File: config.mk
export PLATFORM = sky130hd
export DESIGN_NAME = snoop_xbar
export DESIGN_NICKNAME = d
export VERILOG_FILES = /design/src/rtl/snoop_xbar_pkg.sv /design/src/rtl/snoop_xbar_rr.sv /design/src/rtl/snoop_xbar_sresp.sv /design/src/rtl/snoop_xbar.sv
export SDC_FILE = /design/constraint.sdc
export NUM_CORES = 1
export LEC_CHECK = 0
export ABC_AREA = 1
export ABC_CLOCK_PERIOD_IN_PS = 3450
export BUFFER_PORTS_ARGS = -buffer_cell sky130_fd_sc_hd__buf_2
export CORE_UTILIZATION = 34
export CTS_BUF_LIST = sky130_fd_sc_hd__clkbuf_4 sky130_fd_sc_hd__clkbuf_8 sky130_fd_sc_hd__clkbuf_16
export DETAILED_ROUTE_END_ITERATION = 10
export GPL_TIMING_DRIVEN = 0
export MAX_ROUTING_LAYER = met4
export PLACE_DENSITY = 0.79
export SLEW_MARGIN = 20
export SYNTH_ARGS = -nofsm -noshare
export SYNTH_HDL_FRONTEND = slang
export SYNTH_SLANG_ARGS = --single-unit
export TNS_END_PERCENT = 50
File: constraint.sdc
create_clock -name clk -period 3.45 [get_ports clk]
set_input_delay 1.035 -clock clk [delete_from_list [all_inputs] [get_ports clk]]
set_output_delay 1.035 -clock clk [all_outputs]
set_load 0.01 [all_outputs]
File: src/rtl/snoop_xbar_pkg.sv
package snoop_xbar_pkg;
    typedef enum logic [1:0] {
        KIND_READ    = 2'd0,
        KIND_READEX  = 2'd1,
        KIND_UPGRADE = 2'd2,
        KIND_WRITE   = 2'd3
    } xkind_e;

    function automatic logic kind_invalidates(input logic [1:0] k);
        return (k == KIND_READEX) || (k == KIND_UPGRADE);
    endfunction

    function automatic logic kind_has_data(input logic [1:0] k);
        return k != KIND_UPGRADE;
    endfunction
endpackage

File: src/rtl/snoop_xbar_rr.sv
module snoop_xbar_rr #(
    parameter int N  = 3,
    parameter int PW = 2
) (
    input  logic [N-1:0]  req,
    input  logic [PW-1:0] ptr,
    output logic [N-1:0]  gnt,
    output logic [PW-1:0] gnt_idx,
    output logic          any
);
    int p;
    always_comb begin
        gnt     = '0;
        gnt_idx = '0;
        any     = 1'b0;
        p       = 0;
        for (int k = 0; k < N; k++) begin
            p = (int'(ptr) + k) % N;
            if (!any && req[p]) begin
                any     = 1'b1;
                gnt[p]  = 1'b1;
                gnt_idx = PW'(p);
            end
        end
    end
endmodule

File: src/rtl/snoop_xbar_sresp.sv
module snoop_xbar_sresp #(
    parameter int N   = 3,
    parameter int IDW = 2,
    parameter int DW  = 8
) (
    input  logic [N-1:0]     in_valid,
    input  logic [IDW*N-1:0] in_origin,
    input  logic [DW*N-1:0]  in_data,
    output logic             to_mem_valid,
    output logic [DW-1:0]    to_mem_data,
    output logic [N-1:0]     to_port_valid,
    output logic [DW-1:0]    to_port_data
);
    localparam logic [IDW-1:0] MEM_ID = IDW'(N);

    logic           found;
    logic [IDW-1:0] org;
    logic [DW-1:0]  dat;

    always_comb begin
        found = 1'b0;
        org   = '0;
        dat   = '0;
        for (int i = 0; i < N; i++) begin
            if (!found && in_valid[i]) begin
                found = 1'b1;
                org   = in_origin[i*IDW +: IDW];
                dat   = in_data[i*DW +: DW];
            end
        end
    end

    assign to_mem_valid = found && (org == MEM_ID);
    assign to_mem_data  = to_mem_valid ? dat : '0;

    for (genvar j = 0; j < N; j++) begin : g_port
        assign to_port_valid[j] = found && (org == IDW'(j));
    end
    assign to_port_data = (|to_port_valid) ? dat : '0;
endmodule

File: src/rtl/snoop_xbar.sv
module snoop_xbar
    import snoop_xbar_pkg::*;
#(
    parameter int N   = 3,
    parameter int AW  = 8,
    parameter int DW  = 8,
    parameter int CW  = 4,
    parameter int IDW = $clog2(N + 1)
) (
    input  logic             clk,
    input  logic             rst_n,
    input  logic [CW-1:0]    busy_len,
    input  logic [N-1:0]     c_req_valid,
    input  logic [2*N-1:0]   c_req_kind,
    input  logic [AW*N-1:0]  c_req_addr,
    input  logic [N-1:0]     c_req_cacheable,
    output logic [N-1:0]     c_req_ready,
    output logic [N-1:0]     snp_valid,
    output logic [1:0]       snp_kind,
    output logic [AW-1:0]    snp_addr,
    output logic [IDW-1:0]   snp_origin,
    output logic             snp_inval,
    input  logic [N-1:0]     snp_claim,
    input  logic [N-1:0]     c_sresp_valid,
    input  logic [IDW*N-1:0] c_sresp_origin,
    input  logic [DW*N-1:0]  c_sresp_data,
    output logic [N-1:0]     fwd_sresp_valid,
    output logic [DW-1:0]    fwd_sresp_data,
    output logic [N-1:0]     c_resp_valid,
    output logic [1:0]       c_resp_kind,
    output logic             c_resp_has_data,
    output logic [DW-1:0]    c_resp_data,
    output logic             m_req_valid,
    output logic [1:0]       m_req_kind,
    output logic [AW-1:0]    m_req_addr,
    output logic [IDW-1:0]   m_req_src,
    output logic             m_req_inhibit,
    input  logic             m_resp_valid,
    input  logic [IDW-1:0]   m_resp_dst,
    input  logic [1:0]       m_resp_kind,
    input  logic [DW-1:0]    m_resp_data,
    output logic             m_resp_ready,
    input  logic             m_snp_valid,
    input  logic [1:0]       m_snp_kind,
    input  logic [AW-1:0]    m_snp_addr,
    output logic             m_snp_ready,
    output logic             m_sresp_valid,
    output logic [DW-1:0]    m_sresp_data,
    output logic             busy
);
    localparam int PW = (N > 1) ? $clog2(N) : 1;
    localparam logic [IDW-1:0] MEM_ID = IDW'(N);

    typedef struct packed {
        logic [CW-1:0] cnt;
        logic [PW-1:0] ptr;
    } state_t;

    state_t s_q, s_d;

    logic [N-1:0]  arb_req_d;
    logic [N-1:0]  arb_gnt;
    logic [PW-1:0] arb_idx;
    logic          arb_any;

    snoop_xbar_rr #(.N(N), .PW(PW)) u_rr (
        .req     (arb_req_d),
        .ptr     (s_q.ptr),
        .gnt     (arb_gnt),
        .gnt_idx (arb_idx),
        .any     (arb_any)
    );

    snoop_xbar_sresp #(.N(N), .IDW(IDW), .DW(DW)) u_sresp (
        .in_valid      (c_sresp_valid),
        .in_origin     (c_sresp_origin),
        .in_data       (c_sresp_data),
        .to_mem_valid  (m_sresp_valid),
        .to_mem_data   (m_sresp_data),
        .to_port_valid (fwd_sresp_valid),
        .to_port_data  (fwd_sresp_data)
    );

    logic [N-1:0] resp_hit_d;
    for (genvar j = 0; j < N; j++) begin : g_dst
        assign resp_hit_d[j] = (m_resp_dst == IDW'(j));
    end

    logic msnp_take_d, resp_take_d, req_cach_d, send_ev_d;

    always_comb begin
        s_d          = s_q;
        busy         = (s_q.cnt != '0);
        m_snp_ready  = !busy;
        m_resp_ready = !busy;
        msnp_take_d  = m_snp_valid && !busy;
        arb_req_d    = (busy || msnp_take_d) ? '0 : c_req_valid;
        c_req_ready  = arb_gnt;

        req_cach_d    = arb_any && c_req_cacheable[arb_idx];
        m_req_valid   = arb_any;
        m_req_kind    = arb_any ? c_req_kind[arb_idx*2 +: 2] : '0;
        m_req_addr    = arb_any ? c_req_addr[arb_idx*AW +: AW] : '0;
        m_req_src     = arb_any ? IDW'(arb_idx) : '0;

        snp_valid  = '0;
        snp_kind   = '0;
        snp_addr   = '0;
        snp_origin = '0;
        if (msnp_take_d) begin
            snp_valid  = '1;
            snp_kind   = m_snp_kind;
            snp_addr   = m_snp_addr;
            snp_origin = MEM_ID;
        end else if (req_cach_d) begin
            snp_valid  = ~arb_gnt;
            snp_kind   = m_req_kind;
            snp_addr   = m_req_addr;
            snp_origin = m_req_src;
        end
        snp_inval     = (|snp_valid) && kind_invalidates(snp_kind);
        m_req_inhibit = req_cach_d && |(snp_claim & snp_valid);

        resp_take_d     = m_resp_valid && !busy;
        c_resp_valid    = resp_take_d ? resp_hit_d : '0;
        c_resp_kind     = resp_take_d ? m_resp_kind : '0;
        c_resp_has_data = resp_take_d && kind_has_data(m_resp_kind);
        c_resp_data     = c_resp_has_data ? m_resp_data : '0;

        send_ev_d = (|snp_valid) || (|c_resp_valid) || (|fwd_sresp_valid) || m_sresp_valid;
        if (send_ev_d)
            s_d.cnt = busy_len;
        else if (busy)
            s_d.cnt = s_q.cnt - 1'b1;

        if (arb_any)
            s_d.ptr = (arb_idx == PW'(N - 1)) ? '0 : arb_idx + 1'b1;
    end

    always_ff @(posedge clk or negedge rst_n) begin
        if (!rst_n)
            s_q <= '0;
        else
            s_q <= s_d;
    end
endmodule

# Yosys cells after proc, flatten, opt, wreduce, memory -nomap -nowiden
# Cells that the tools add are included.
# totals
out_inout_bits	70
elab_cells	121
reg_bits	6
# classes
n_div	3
eq_ne	9
n_bitwise	4
order_cmp	7
n_shift	2
n_reduce_logical	35
addsub	4
mux	55
# ops
cell	count
$ge 32x1->1 const B	3
$lt 32x4->1 const B	3
$mux 8	9
$mod 32x3->32 const B	2
$mod 3x3->32 const B	1
$mux 2	14
$shiftx 24x6->8	1
$mux 3	7
$logic_and 1x1->1	17
$mux 1	16
$reduce_or 3->1	4
$eq 2x2->1 const B	5
$bmux 1 s2	4
$mux 4	2
$demux 1 s2	3
$eq 2x1->1 const B	3
$or 3x3->3	2
$shiftx 6x4->2	1
$logic_not 1->1	5
$logic_or 1x1->1	5
$logic_not 2->1	2
$reduce_bool 4->1	1
$sub 4x1->4 const B	1
$add 2x1->3 const B	1
7 further kinds	7

# Logic depth before layout (Yosys ltp)
# depth
ltp_word	25
depth_mapped	21
depth_no_buf	21

# Cells and area by module
# A second synthesis with hierarchy kept.
# hier_totals
cells_unflattened	345
area_unflattened_um2	1941.9
# by_module_without_submodules
module	instances	area_each_um2	cells_per_inst	seq_area_each_um2
snoop_xbar	1	1166.1	210	150.1
snoop_xbar_sresp	1	455.4	74	0.0
snoop_xbar_rr	1	320.3	61	0.0

# Worst setup path after synthesis
# No wires, ideal clock.
# synth_path
path_kind	in2out
startpoint	input port m_snp_valid
endpoint	output port snp_inval
arrival_ns	2.691
path_stages	17
t_required_ns	2.415
setup_slack_ns	-0.276
cell_sequence	inv_1 -> nand4_4 -> nor2_2 -> inv_2 -> nand2_1 -> nor2_2 -> nand2_2 -> nor2_2 -> nor2_4 -> nand2_4 -> inv_4 -> nand2_4 -> nand2_8 -> nand2_4 -> o21ai_2 -> nand3_1 -> a21oi_1
# synth_between
elab_chain_cells	21
elab_cells_between_ends	42
# synth_rtl
element	line_no	source
from (decl)	snoop_xbar.sv:43	input logic m_snp_valid,
$logic_and 1x1->1 (*)	snoop_xbar.sv:96	msnp_take_d = m_snp_valid && !busy;
branches (longest 16 deep; another with $mux 3)	-	
$mux 2 (*)	snoop_xbar.sv:110	if (msnp_take_d) begin
named net snp_kind[1]	snoop_xbar.sv:19	output logic [1:0] snp_kind,
$eq 2x1->1 or $eq 2x2->1 (tied branches)	snoop_xbar_pkg.sv:10	return (k == KIND_READEX) || (k == KIND_UPGRADE);
$logic_or 1x1->1 (*)	snoop_xbar_pkg.sv:10	
$logic_and 1x1->1 (*)	snoop_xbar.sv:121	snp_inval = (|snp_valid) && kind_invalidates(snp_kind);
to (decl)	snoop_xbar.sv:22	output logic snp_inval,
# Mark *: on every way through the listed nets, which the timed path passes. The select of a mux whose other input is x is not followed.

# Final worst setup path
# layout_path
startpoint	input port m_snp_valid
endpoint	output port snp_inval
# layout_between
elab_chain_cells	21
elab_cells_between_ends	42
# layout_rtl
element	line_no
$logic_and 1x1->1 (*)	snoop_xbar.sv:96
branches (longest 19 deep; another with $mux 3)	-
$logic_and 1x1->1 (*)	snoop_xbar.sv:121
# Every way passes the cells marked *. The select of a mux whose other input is x is not followed.

==> impl_metrics.py <==
metrics = {
    "run_status": {
        "status": "finished with violations",
        "violations": "setup timing",
    },
    "yosys": {
        "yosysTopAreaCellShare": 0.181,
        "synth_warnings": 0,
        "ys_top_cells_by_area": "nand2_1, inv_1, nor2_1, dfrtp_1, ha_1",
        "ys_async_sr_fraction": 1.00,
        "synth_commonest_cells": "nand2_1, inv_1, nor2_1",
        "synth_top_flop_cell": "dfrtp_1",
        "avgSynthCellArea_um2": 5.45,
        "synth-seq-cells": 6,
        "yosys.area.top_type": "nand2_1",
        "synth_cell_types": 38,
        "synthesis.nets": 432,
        "syn_inst": 324,
        "ys_seq_area_frac": 0.0850,
        "synth_area_um2": 1770,
        "synth_enable_flop_cells": 0,
        "yosysMostFrequentCell": "nand2_1",
    },
    "routing": {
        "ant_nets": 0,
        "wl_um": 7630,
        "drcViolationCount": 0,
        "vias": 2829,
        "initialDrtViolationCount": 123,
        "firstDrtPassIters": 4,
        "vias_per_cell": 4.78,
        "wire_per_inst_um": 12.9,
    },
    "finish": {
        "top_register": "s_q",
        "largest_registers": "s_q (6)",
        "largest_reg_flops": 6,
        "drive_above_1_share": 0.587,
        "fin_cells": 592,
        "area_delta_synth_final_pct": 93.8,
        "fin_nets": 635,
        "diodes": 0,
        "n_fill_cell": 375,
    },
    "setup_path": {
        "r2r-start": "s_q[2]",
        "cp.arrival_ns": 2.99,
        "critPathMaxFanout": 7,
        "endpoint_kind": "primary output",
        "cp_data_required_time_ns": 2.41,
        "crit_chain": "buf_8 > clkinvlp_4 > nand4_4 > nor2_4 > nor2_2 > nand2_2 > nor2_4 > nand3_4 > nand2_4 > nand2_2 > o21ai_1 > nand2_1 > nand2_4 > nor2_1 > nor2_1 > nand2_1 > a21oi_2 > buf_2",
        "path_class": "primary input to primary output",
        "critPathLaunchType": "primary input",
        "r2r_cells": 17,
        "slowest_delay_ns": 0.16,
        "crit_slowest_cell": "nand4_4",
        "crit_start": "m_snp_valid",
    },
    "pwr": {
        "ir_worst_vdd_mv": 0.179,
        "clkPwrFrac": 0.071,
        "swShare": 0.528,
        "sequentialPowerShare": 0.067,
        "p_leak_nw": 2.11,
        "intPower_mw": 0.713,
        "p_switching_mw": 0.799,
        "pwr-share-comb": 0.862,
        "p_per_area_nw_per_um2": 442,
    },
    "placed_design": {
        "place_congestion": 0.914,
        "hpwlAfterDp_um": 5570,
        "port-buffer-count": 171,
        "dp_cells": 562,
        "place_ws_ns": -0.629,
    },
    "timing": {
        "slew-limit-headroom": 0.623,
        "min_period_ns": 4.02,
        "setup_viol": 30,
        "layout_setup_ws_ns": -0.572,
        "slew_violations": 0,
        "min_period_over_period": 1.17,
        "rsz0062_at_grt": "yes",
        "tightest_slew_ns": 0.561,
        "hold_ws_ns": 0.625,
        "fin_skew_ns": 0.000123,
        "hold_viol_final": 0,
        "fmax_ghz": 0.249,
    },
    "grt": {
        "grt_max_degree": 11,
        "overflow": 0,
        "grt_use_total": 0.260,
        "grt_pass1_vias": 2619,
        "antenna_found_initial": 0,
        "grt_pass1_wl_um": 10900,
    },
    "clocking": {
        "clock_latency_ns": 0.22,
        "cts_max_path_buffers": 2,
        "clk_pin_slew_ns": 0.04,
        "cts_buffers": 3,
        "cts_root_buf": "clkbuf_8",
        "cts_tree": "yes",
        "cts_num_sinks": 6,
        "cts-htree-levels": 1,
    },
    "floorplan": {
        "dieArea_um2": 5480,
        "core_area_um2": 4850,
        "fp-row-count": 25,
        "boundaryPins": 172,
        "fp.dieH_um": 74.1,
        "start_util": 0.364,
        "die_w_um": 74.1,
    },
    "flow_run": {
        "maxCapViolCount": 0,
    },
    "min_path": {
        "hold_path_class": "primary input to async pin",
    },
}
[worst paths after layout]
path,end,slack [ns]
min,s_q[4],0.63
min reg2reg,s_q[0],0.63
max in group asynchronous,s_q[0],2.68
min in group clk,s_q[0],0.63
max,snp_inval,-0.57
max reg2reg,s_q[3],0.69
[layout make-up]
class / instances / area [µm²] / share of cell area
inverter: 63 / 265 / 0.0775
tap: 67 / 83.8 / 0.0245
clock buffer: 3 / 41.3 / 0.0121
buffer: 6 / 53.8 / 0.0157
timing repair buffer: 198 / 1160 / 0.340
sequential: 6 / 150 / 0.0439
multi-input combinational: 249 / 1660 / 0.486
[per-layer routing]
| metal | track usage | vias up | wire [µm] |
|---|---|---|---|
| li1 | - | 1422 | - |
| met1 | 0.276 | 1265 | 2890 |
| met2 | 0.506 | 128 | 4210 |
| met3 | 0.0176 | 14 | 422 |
| met4 | 0.0791 | 0 | 108 |
| met5 | - | - | 0 |
[metrics by stage]
stage	power, mW	utilization	TNS (ns)	instance area, µm²
2_1_floorplan	0.739	-	-1.79	1830
3_3_place_gp	1.02	0.571	-15.21	2770
3_5_place_dp	1.03	0.571	-16.20	2770
4_1_cts	1.34	0.664	-9.59	3220
5_1_grt	1.63	0.706	-15.66	3420
6_report	1.51	0.706	-11.40	3420
[timing repair]
item,CTS,global route
hold buffers,0,0
buffers inserted,23,4
pin swaps,11,24
resized for setup,61,52
endpoints found under the setup margin,47,48
[power groups by stage]
| stage | Clock [mW] | Sequential [mW] | Combinational (mW) |
|---|---|---|---|
| floorplan | 0 | 0.0994 | 0.640 |
| global placement | 0 | 0.102 | 0.917 |
| detailed placement | 0 | 0.103 | 0.931 |
| CTS | 0.108 | 0.102 | 1.13 |
| global route | 0.114 | 0.103 | 1.42 |
| finish | 0.107 | 0.102 | 1.30 |
[placed cells by master (no fill, tap or decap), types with 4 or more instances in the layout]
master / count
buf_2: 160
nand2_1: 59
inv_1: 47
nor2_1: 46
nand2_2: 27
buf_4: 21
buf_6: 20
o21ai_1: 14
inv_2: 11
nand2_4: 9
nand3_1: 9
a21oi_2: 8
nor2_2: 8
nor2_4: 7
a221oi_1: 7
dfrtp_1: 6
nand3_2: 5
a21o_1: 5
a22o_1: 4
nand3_4: 4
o21ai_0: 4
nor3_1: 4
ha_1: 4
[cell families (layout without fill, tap and decap cells)]
family,count (synthesis),count (layout),share of synthesized area
AND/OR/NAND/NOR,190,190,0.517
XOR/XNOR,3,3,0.0149
adder cells (fa/ha/maj),6,6,0.0425
buffers and inverters,69,270,0.153
flip-flops,6,6,0.0850
AO/OA/AOI/OAI,50,50,0.187
[worst max-delay path: cells and delay by family]
kind | cells | cell delay [ns]
AND/OR/NAND/NOR | 13 | 1.39
buffers and inverters | 3 | 0.35
AO/OA/AOI/OAI | 2 | 0.21
Power figures use the tool's default switching activity.
